[src/rtl/ata_rec_pkg.sv]
package ata_rec_pkg;

  typedef enum logic [1:0] {
    RSP_OK  = 2'd0,
    RSP_TMO = 2'd1,
    RSP_CRC = 2'd2,
    RSP_BAD = 2'd3
  } rsp_e;

  typedef enum logic [2:0] {
    ST_IDLE = 3'd0,
    ST_CCSD = 3'd1,
    ST_STOP = 3'd2,
    ST_FIO  = 3'd3,
    ST_HARD = 3'd4
  } step_e;

endpackage

[src/rtl/ata_rec_timer.sv]
module ata_rec_timer #(
  parameter int TMR_W = 16
) (
  input  logic             clk,
  input  logic             rst,
  input  logic             start,
  input  logic [TMR_W-1:0] load_val,
  input  logic             arrive,
  output logic             expire
);

  logic [TMR_W-1:0] cnt_q;
  logic             armed_q;

  // Arrival in the same cycle as a zero count still cancels the timeout.
  assign expire = armed_q && (cnt_q == '0) && !arrive;

  always_ff @(posedge clk) begin
    if (rst) begin
      cnt_q   <= '0;
      armed_q <= 1'b0;
    end else if (start) begin
      cnt_q   <= load_val;
      armed_q <= 1'b1;
    end else if (armed_q) begin
      if (arrive || cnt_q == '0) begin
        armed_q <= 1'b0;
      end else begin
        cnt_q <= cnt_q - 1'b1;
      end
    end
  end

endmodule

[src/rtl/ata_rec_classify.sv]
module ata_rec_classify (
  input  logic clk,
  input  logic rst,
  input  logic busy,
  input  logic txn_done,
  input  logic rsp_missing,
  input  logic cmd_crc_bad,
  input  logic dat_crc_bad,
  input  logic ata_err,
  input  logic tmo_expire,
  input  logic ien,
  input  logic r61_seen,
  output logic fault,
  output logic ccs_need,
  output logic retry_ok
);

  logic link_err;
  logic ata_only;

  assign link_err = txn_done && (rsp_missing || cmd_crc_bad || dat_crc_bad);
  assign fault    = !busy && (link_err || tmo_expire);
  assign ata_only = !busy && txn_done && ata_err && !link_err && !tmo_expire;
  assign ccs_need = !ien && r61_seen;

  always_ff @(posedge clk) begin
    if (rst) retry_ok <= 1'b0;
    else     retry_ok <= ata_only;
  end

endmodule

[src/rtl/ata_rec_seq.sv]
module ata_rec_seq
  import ata_rec_pkg::*;
#(
  parameter int IDX_W    = 6,
  parameter int STOP_IDX = 12,
  parameter int FIO_IDX  = 39,
  parameter int HARD_IDX = 0
) (
  input  logic             clk,
  input  logic             rst,
  input  logic             fault,
  input  logic             ccs_need,
  output logic             cmd_req,
  output logic [IDX_W-1:0] cmd_idx,
  output logic             cmd_ccsd,
  input  logic             cmd_ack,
  input  logic [1:0]       cmd_sts,
  output logic             busy,
  output logic             recovered,
  output logic             need_reinit
);

  step_e state_q;

  function automatic logic [IDX_W-1:0] step_index(step_e s);
    case (s)
      ST_STOP: step_index = IDX_W'(STOP_IDX);
      ST_FIO:  step_index = IDX_W'(FIO_IDX);
      ST_HARD: step_index = IDX_W'(HARD_IDX);
      default: step_index = '0;
    endcase
  endfunction

  assign busy = (state_q != ST_IDLE);

  always_ff @(posedge clk) begin
    if (rst) begin
      state_q     <= ST_IDLE;
      cmd_req     <= 1'b0;
      cmd_idx     <= '0;
      cmd_ccsd    <= 1'b0;
      recovered   <= 1'b0;
      need_reinit <= 1'b0;
    end else begin
      recovered   <= 1'b0;
      need_reinit <= 1'b0;
      if (state_q == ST_IDLE) begin
        cmd_req <= 1'b0;
        if (fault) state_q <= ccs_need ? ST_CCSD : ST_STOP;
      end else if (!cmd_req) begin
        cmd_req  <= 1'b1;
        cmd_idx  <= step_index(state_q);
        cmd_ccsd <= (state_q == ST_CCSD);
      end else if (cmd_ack) begin
        cmd_req <= 1'b0;
        if (state_q == ST_HARD) begin
          state_q     <= ST_IDLE;
          need_reinit <= 1'b1;
        end else if (rsp_e'(cmd_sts) != RSP_OK) begin
          state_q <= ST_HARD;
        end else begin
          case (state_q)
            ST_CCSD: state_q <= ST_STOP;
            ST_STOP: state_q <= ST_FIO;
            default: begin
              state_q   <= ST_IDLE;
              recovered <= 1'b1;
            end
          endcase
        end
      end
    end
  end

endmodule

[src/rtl/ata_err_recovery.sv]
module ata_err_recovery #(
  parameter int TMR_W    = 16,
  parameter int IDX_W    = 6,
  parameter int STOP_IDX = 12,
  parameter int FIO_IDX  = 39,
  parameter int HARD_IDX = 0
) (
  input  logic             clk,
  input  logic             rst,
  input  logic             txn_start,
  input  logic [TMR_W-1:0] tmo_cycles,
  input  logic             ccs_arrive,
  input  logic             txn_done,
  input  logic             rsp_missing,
  input  logic             cmd_crc_bad,
  input  logic             dat_crc_bad,
  input  logic             ata_err,
  input  logic             ien,
  input  logic             r61_seen,
  output logic             cmd_req,
  output logic [IDX_W-1:0] cmd_idx,
  output logic             cmd_ccsd,
  input  logic             cmd_ack,
  input  logic [1:0]       cmd_sts,
  output logic             busy,
  output logic             recovered,
  output logic             need_reinit,
  output logic             retry_ok
);

  logic tmo_expire;
  logic fault;
  logic ccs_need;

  ata_rec_timer #(.TMR_W(TMR_W)) u_timer (
    .clk      (clk),
    .rst      (rst),
    .start    (txn_start),
    .load_val (tmo_cycles),
    .arrive   (ccs_arrive),
    .expire   (tmo_expire)
  );

  ata_rec_classify u_classify (
    .clk         (clk),
    .rst         (rst),
    .busy        (busy),
    .txn_done    (txn_done),
    .rsp_missing (rsp_missing),
    .cmd_crc_bad (cmd_crc_bad),
    .dat_crc_bad (dat_crc_bad),
    .ata_err     (ata_err),
    .tmo_expire  (tmo_expire),
    .ien         (ien),
    .r61_seen    (r61_seen),
    .fault       (fault),
    .ccs_need    (ccs_need),
    .retry_ok    (retry_ok)
  );

  ata_rec_seq #(
    .IDX_W    (IDX_W),
    .STOP_IDX (STOP_IDX),
    .FIO_IDX  (FIO_IDX),
    .HARD_IDX (HARD_IDX)
  ) u_seq (
    .clk         (clk),
    .rst         (rst),
    .fault       (fault),
    .ccs_need    (ccs_need),
    .cmd_req     (cmd_req),
    .cmd_idx     (cmd_idx),
    .cmd_ccsd    (cmd_ccsd),
    .cmd_ack     (cmd_ack),
    .cmd_sts     (cmd_sts),
    .busy        (busy),
    .recovered   (recovered),
    .need_reinit (need_reinit)
  );

endmodule

[config.mk]
export PLATFORM = sky130hd
export DESIGN_NAME = ata_err_recovery
export DESIGN_NICKNAME = d
export VERILOG_FILES = /design/src/rtl/ata_rec_pkg.sv /design/src/rtl/ata_rec_timer.sv /design/src/rtl/ata_rec_classify.sv /design/src/rtl/ata_rec_seq.sv /design/src/rtl/ata_err_recovery.sv
export SDC_FILE = /design/constraint.sdc
export NUM_CORES = 1
export LEC_CHECK = 0
export BUFFER_PORTS_ARGS = -buffer_cell sky130_fd_sc_hd__buf_2
export CAP_MARGIN = 20
export CORE_AREA = 5 5 72 74
export CTS_CLUSTER_DIAMETER = 200
export DETAILED_ROUTE_END_ITERATION = 10
export DIE_AREA = 0 0 77 79
export SKIP_CTS_REPAIR_TIMING = 1
export SLEW_MARGIN = 20
export SYNTH_ARGS = -nofsm -noshare
export SYNTH_HDL_FRONTEND = slang
export SYNTH_SLANG_ARGS = --single-unit
[constraint.sdc]
create_clock -name clk -period 2.6 [get_ports clk]
set_input_delay 0.52 -clock clk [delete_from_list [all_inputs] [get_ports clk]]
set_output_delay 0.52 -clock clk [all_outputs]
set_load 0.01 [all_outputs]
==> parameters.txt <==
Parameter                              Value

CTS
  Worst-Skew Late Latency    0.28 ns
  Num CTS Buffers    3
  TritonCTS sink count    28
  Max Buffers Root-to-Sink    2
  H-tree levels    1
  CTS clock-pin slew for the worst setup and hold paths    0.09 ns
  Root buf cell    sky130_fd_sc_hd__clkbuf_8
  TritonCTS clock tree    built

Placement
  Placer Congestion    0.786
  Number of placed instances, taps included    288
  # port buffers    40
  HPWL after DPL    3.07 mm

Timing
  Unrepaired setup endpoints after global routing    no
  Final slew viol count    0
  Final period utilization    80.5%
  Transition time at the pin with the least slew margin    0.682 ns
  Highest clock rate    478 MHz
  Shortest period the worst path allows    2.09 ns
  Final count of hold timing violations    0
  Total negative slack    0 ns
  Worst clock skew    0.00757 ns
  Setup violations, final    0
  Relative slew margins    54.5%

Run
  Maximum Capacitance Violations    0

Synth
  Sequential share of the synthesized area    31.7%
  Synth Warn #    0
  Syn nets    240
  Number of unique standard cell types used by synthesis    54
  Mean instance size in the synthesized netlist    8.45 sq um
  Cell area after synthesis    1770 sq um
  Post-synth EDFFs    0
  Share of synthesized registers carrying an async set or reset    0%
  Number of instances in the synthesized netlist    209
  Number of storage elements in the synthesis netlist    28
  Fraction of synthesized cell area taken by the top area cell type    31.7%
  Flip-flop cell with the highest count after synthesis    sky130_fd_sc_hd__dfxtp_1
  Area leader, netlist    sky130_fd_sc_hd__dfxtp_1
  Leading cell types by total area after synthesis    sky130_fd_sc_hd__dfxtp_1, sky130_fd_sc_hd__nor2_1, sky130_fd_sc_hd__a311oi_1, sky130_fd_sc_hd__nor4_4, sky130_fd_sc_hd__a2111oi_2

Die
  Overall die height    79 um
  Die outline width    77 um
  Placeable core region    4540 sq um
  Site Rows    25
  DIE AREA    6080 sq um
  # IOs    42
  Starting Density    39.0%

Drt
  DR WL/cell    14.4 um
  Number of vias after detailed routing    1,628
  DR DRC count    0
  Number of vias per cell    5.58
  Number of detailed-routing iterations run before antenna repair    4
  Count of nets left with antenna violations after detail routing    0
  Initial DRC count    114
  Total wirelength of the detailed-routed design    4.20 mm

Setup path
  Crit Path Class    register to register
  Startpoint type of the worst setup path    register
  Logic depth of the worst register-to-register path    6
  Required time of the worst setup path    2.76 ns
  Kind of capture point of the worst setup path    register
  Launch instance of the worst register-to-register path    u_timer.cnt_q[0]
  Critical path peak fanout    16
  Endpoint of the worst register-to-register path    u_timer.cnt_q[3]
  Critical Path AT    2.25 ns
  Worst reg2reg setup slack    0.51 ns

Global route
  Overall routing resource usage    13.7%
  Final global-route overflow total    0
  Wire length of the first global-routing pass    7.02 mm
  Largest net degree at the start of global routing    37
  Number of global-route vias before repair    1,472
  Number of antenna violations at the first check in global routing    0

Pwr
  Peak supply drop    0.249 mV
  Pleak    0.809 nW
  Power per cell area    563 nW/um^2

Layout
  Relative area change from synthesis to final layout    15.3%
  Final cell count without fillers    292
  ANT cells    0
  Final Net Count    270
  Layout cells sized above 1    25.6%

Hold path
  Hold Crit Endpoint    u_timer.cnt_q[11]
  HP Start    tmo_cycles[11]
  Min-Delay Path Depth    3
  Worst Hold Class    input port to register

Outcome
  Outcome    finished, final reports clean
registers in the layout, indices dropped and copies added, names as in the netlist:
register	count
u_seq.recovered	1
u_seq.cmd_idx	3
u_timer.cnt_q	16
u_classify.retry_ok	1
u_seq.cmd_req	1
u_seq.state_q	3
u_seq.need_reinit	1
u_seq.cmd_ccsd	1
u_timer.armed_q	1
cells by family (layout without fill, tap and decap cells):
| group | count (synthesis) | in the layout | synth area share (%) |
|---|---|---|---|
| other cells | 1 | 1 | 0.212 |
| compound gates | 48 | 48 | 22.6 |
| fa+ha+maj | 1 | 1 | 0.708 |
| buf+inv | 27 | 56 | 6.87 |
| flops | 28 | 28 | 31.7 |
| simple gates | 98 | 98 | 34.5 |
| mux | 5 | 5 | 2.90 |
| xor+xnor | 1 | 1 | 0.496 |
area by class of cell:
| cell class | count | area, sq um |
|---|---|---|
| sequential | 28 | 561 |
| timing repair buffer | 42 | 215 |
| multi-input combinational | 154 | 1080 |
| fill | 461 | 2500 |
| clock buffer | 3 | 41.3 |
| inverter | 10 | 37.5 |
| clock inverter | 1 | 30.0 |
| tap | 54 | 67.6 |
synthesized netlist by cell type, types with 3 or more instances:
cell type	n
sky130_fd_sc_hd__nor3b_1	5
sky130_fd_sc_hd__nor2b_1	7
sky130_fd_sc_hd__nand3b_1	4
sky130_fd_sc_hd__nand3_1	4
sky130_fd_sc_hd__nand2_1	6
sky130_fd_sc_hd__dfxtp_1	28
sky130_fd_sc_hd__nor4_4	3
sky130_fd_sc_hd__nor3_1	4
sky130_fd_sc_hd__a311oi_1	9
sky130_fd_sc_hd__clkbuf_1	11
sky130_fd_sc_hd__a2111oi_2	3
sky130_fd_sc_hd__nand2b_1	5
sky130_fd_sc_hd__o31ai_1	3
sky130_fd_sc_hd__o21ai_0	5
sky130_fd_sc_hd__or3_1	3
sky130_fd_sc_hd__a21oi_1	5
sky130_fd_sc_hd__inv_1	10
sky130_fd_sc_hd__and3_1	5
sky130_fd_sc_hd__nor2_1	35
sky130_fd_sc_hd__buf_4	3
sky130_fd_sc_hd__a2111oi_0	4
sky130_fd_sc_hd__and4_1	4
sky130_fd_sc_hd__mux2i_1	4
power breakdown:
part | leakage [nW] | internal, mW | switching, mW
Sequential | 0.231 | 0.465 | 0.0549
Combinational | 0.543 | 0.129 | 0.148
Clock | 0.0357 | 0.206 | 0.143
worst max-delay path, stage by stage (launching register included):
cell and delay, ns:
sky130_fd_sc_hd__dfxtp_1 0.38, sky130_fd_sc_hd__inv_1 0.10, sky130_fd_sc_hd__ha_1 0.18, sky130_fd_sc_hd__nor3b_1 0.29
sky130_fd_sc_hd__nand4_2 0.40, sky130_fd_sc_hd__and4_1 0.35, sky130_fd_sc_hd__a2111oi_0 0.28
cells in the final DEF (no fill, tap or decap), types with 3 or more instances in the layout:
master                      netlist  routed
sky130_fd_sc_hd__buf_2            1      40
sky130_fd_sc_hd__nor2_1          35      35
sky130_fd_sc_hd__dfxtp_1         28      28
sky130_fd_sc_hd__inv_1           10      10
sky130_fd_sc_hd__a311oi_1         9       9
sky130_fd_sc_hd__nor2b_1          7       7
sky130_fd_sc_hd__nand2_1          6       6
sky130_fd_sc_hd__nor3b_1          5       5
sky130_fd_sc_hd__nand2b_1         5       5
sky130_fd_sc_hd__o21ai_0          5       5
sky130_fd_sc_hd__a21oi_1          5       5
sky130_fd_sc_hd__and3_1           5       5
sky130_fd_sc_hd__nor3_1           4       4
sky130_fd_sc_hd__nand3b_1         4       4
sky130_fd_sc_hd__and4_1           4       4
sky130_fd_sc_hd__a2111oi_0        4       4
sky130_fd_sc_hd__nand3_1          4       4
sky130_fd_sc_hd__mux2i_1          4       4
sky130_fd_sc_hd__nor4_4           3       3
sky130_fd_sc_hd__or3_1            3       3
sky130_fd_sc_hd__o31ai_1          3       3
sky130_fd_sc_hd__a2111oi_2        3       3
sky130_fd_sc_hd__clkbuf_8         0       3
how the worst max path moves through the flow:
| stage | depth (start not counted) | startpoint | endpoint | slack (ns) |
|---|---|---|---|---|
| 2_1_floorplan | 7 | u_timer.cnt_q[0] | u_timer.cnt_q[4] | 0.68 |
| 3_3_place_gp | 5 | ccs_arrive | u_timer.cnt_q[6] | 0.62 |
| 3_5_place_dp | 6 | u_timer.cnt_q[0] | u_timer.cnt_q[3] | 0.53 |
| 4_1_cts | 6 | u_timer.cnt_q[0] | u_timer.cnt_q[3] | 0.50 |
| 5_1_grt | 6 | u_timer.cnt_q[0] | u_timer.cnt_q[3] | 0.16 |
| 6_report | 6 | u_timer.cnt_q[0] | u_timer.cnt_q[3] | 0.51 |
layer usage:
layer	global-route usage, %	up-vias	share of wire, %
met5	0	-	0
met4	2.58	0	0.45
met3	3.51	2	5.5
met2	20.5	35	45
met1	19.8	748	49
li1	-	843	-
metrics by stage:
step	hold WS, ns	worst slack [ns]	power [mW]	utilization, %	cell area (sq um)
6_report	0.483	0.507	1.15	44.9	2040
5_1_grt	0.492	0.156	1.22	44.9	2040
4_1_cts	0.477	0.499	1.16	44.9	2040
3_5_place_dp	0.488	0.529	0.807	43.3	1970
3_3_place_gp	0.472	0.619	0.805	43.3	1970
2_1_floorplan	0.490	0.683	0.723	-	1770
No activity file was read; power rests on OpenSTA's default activity.
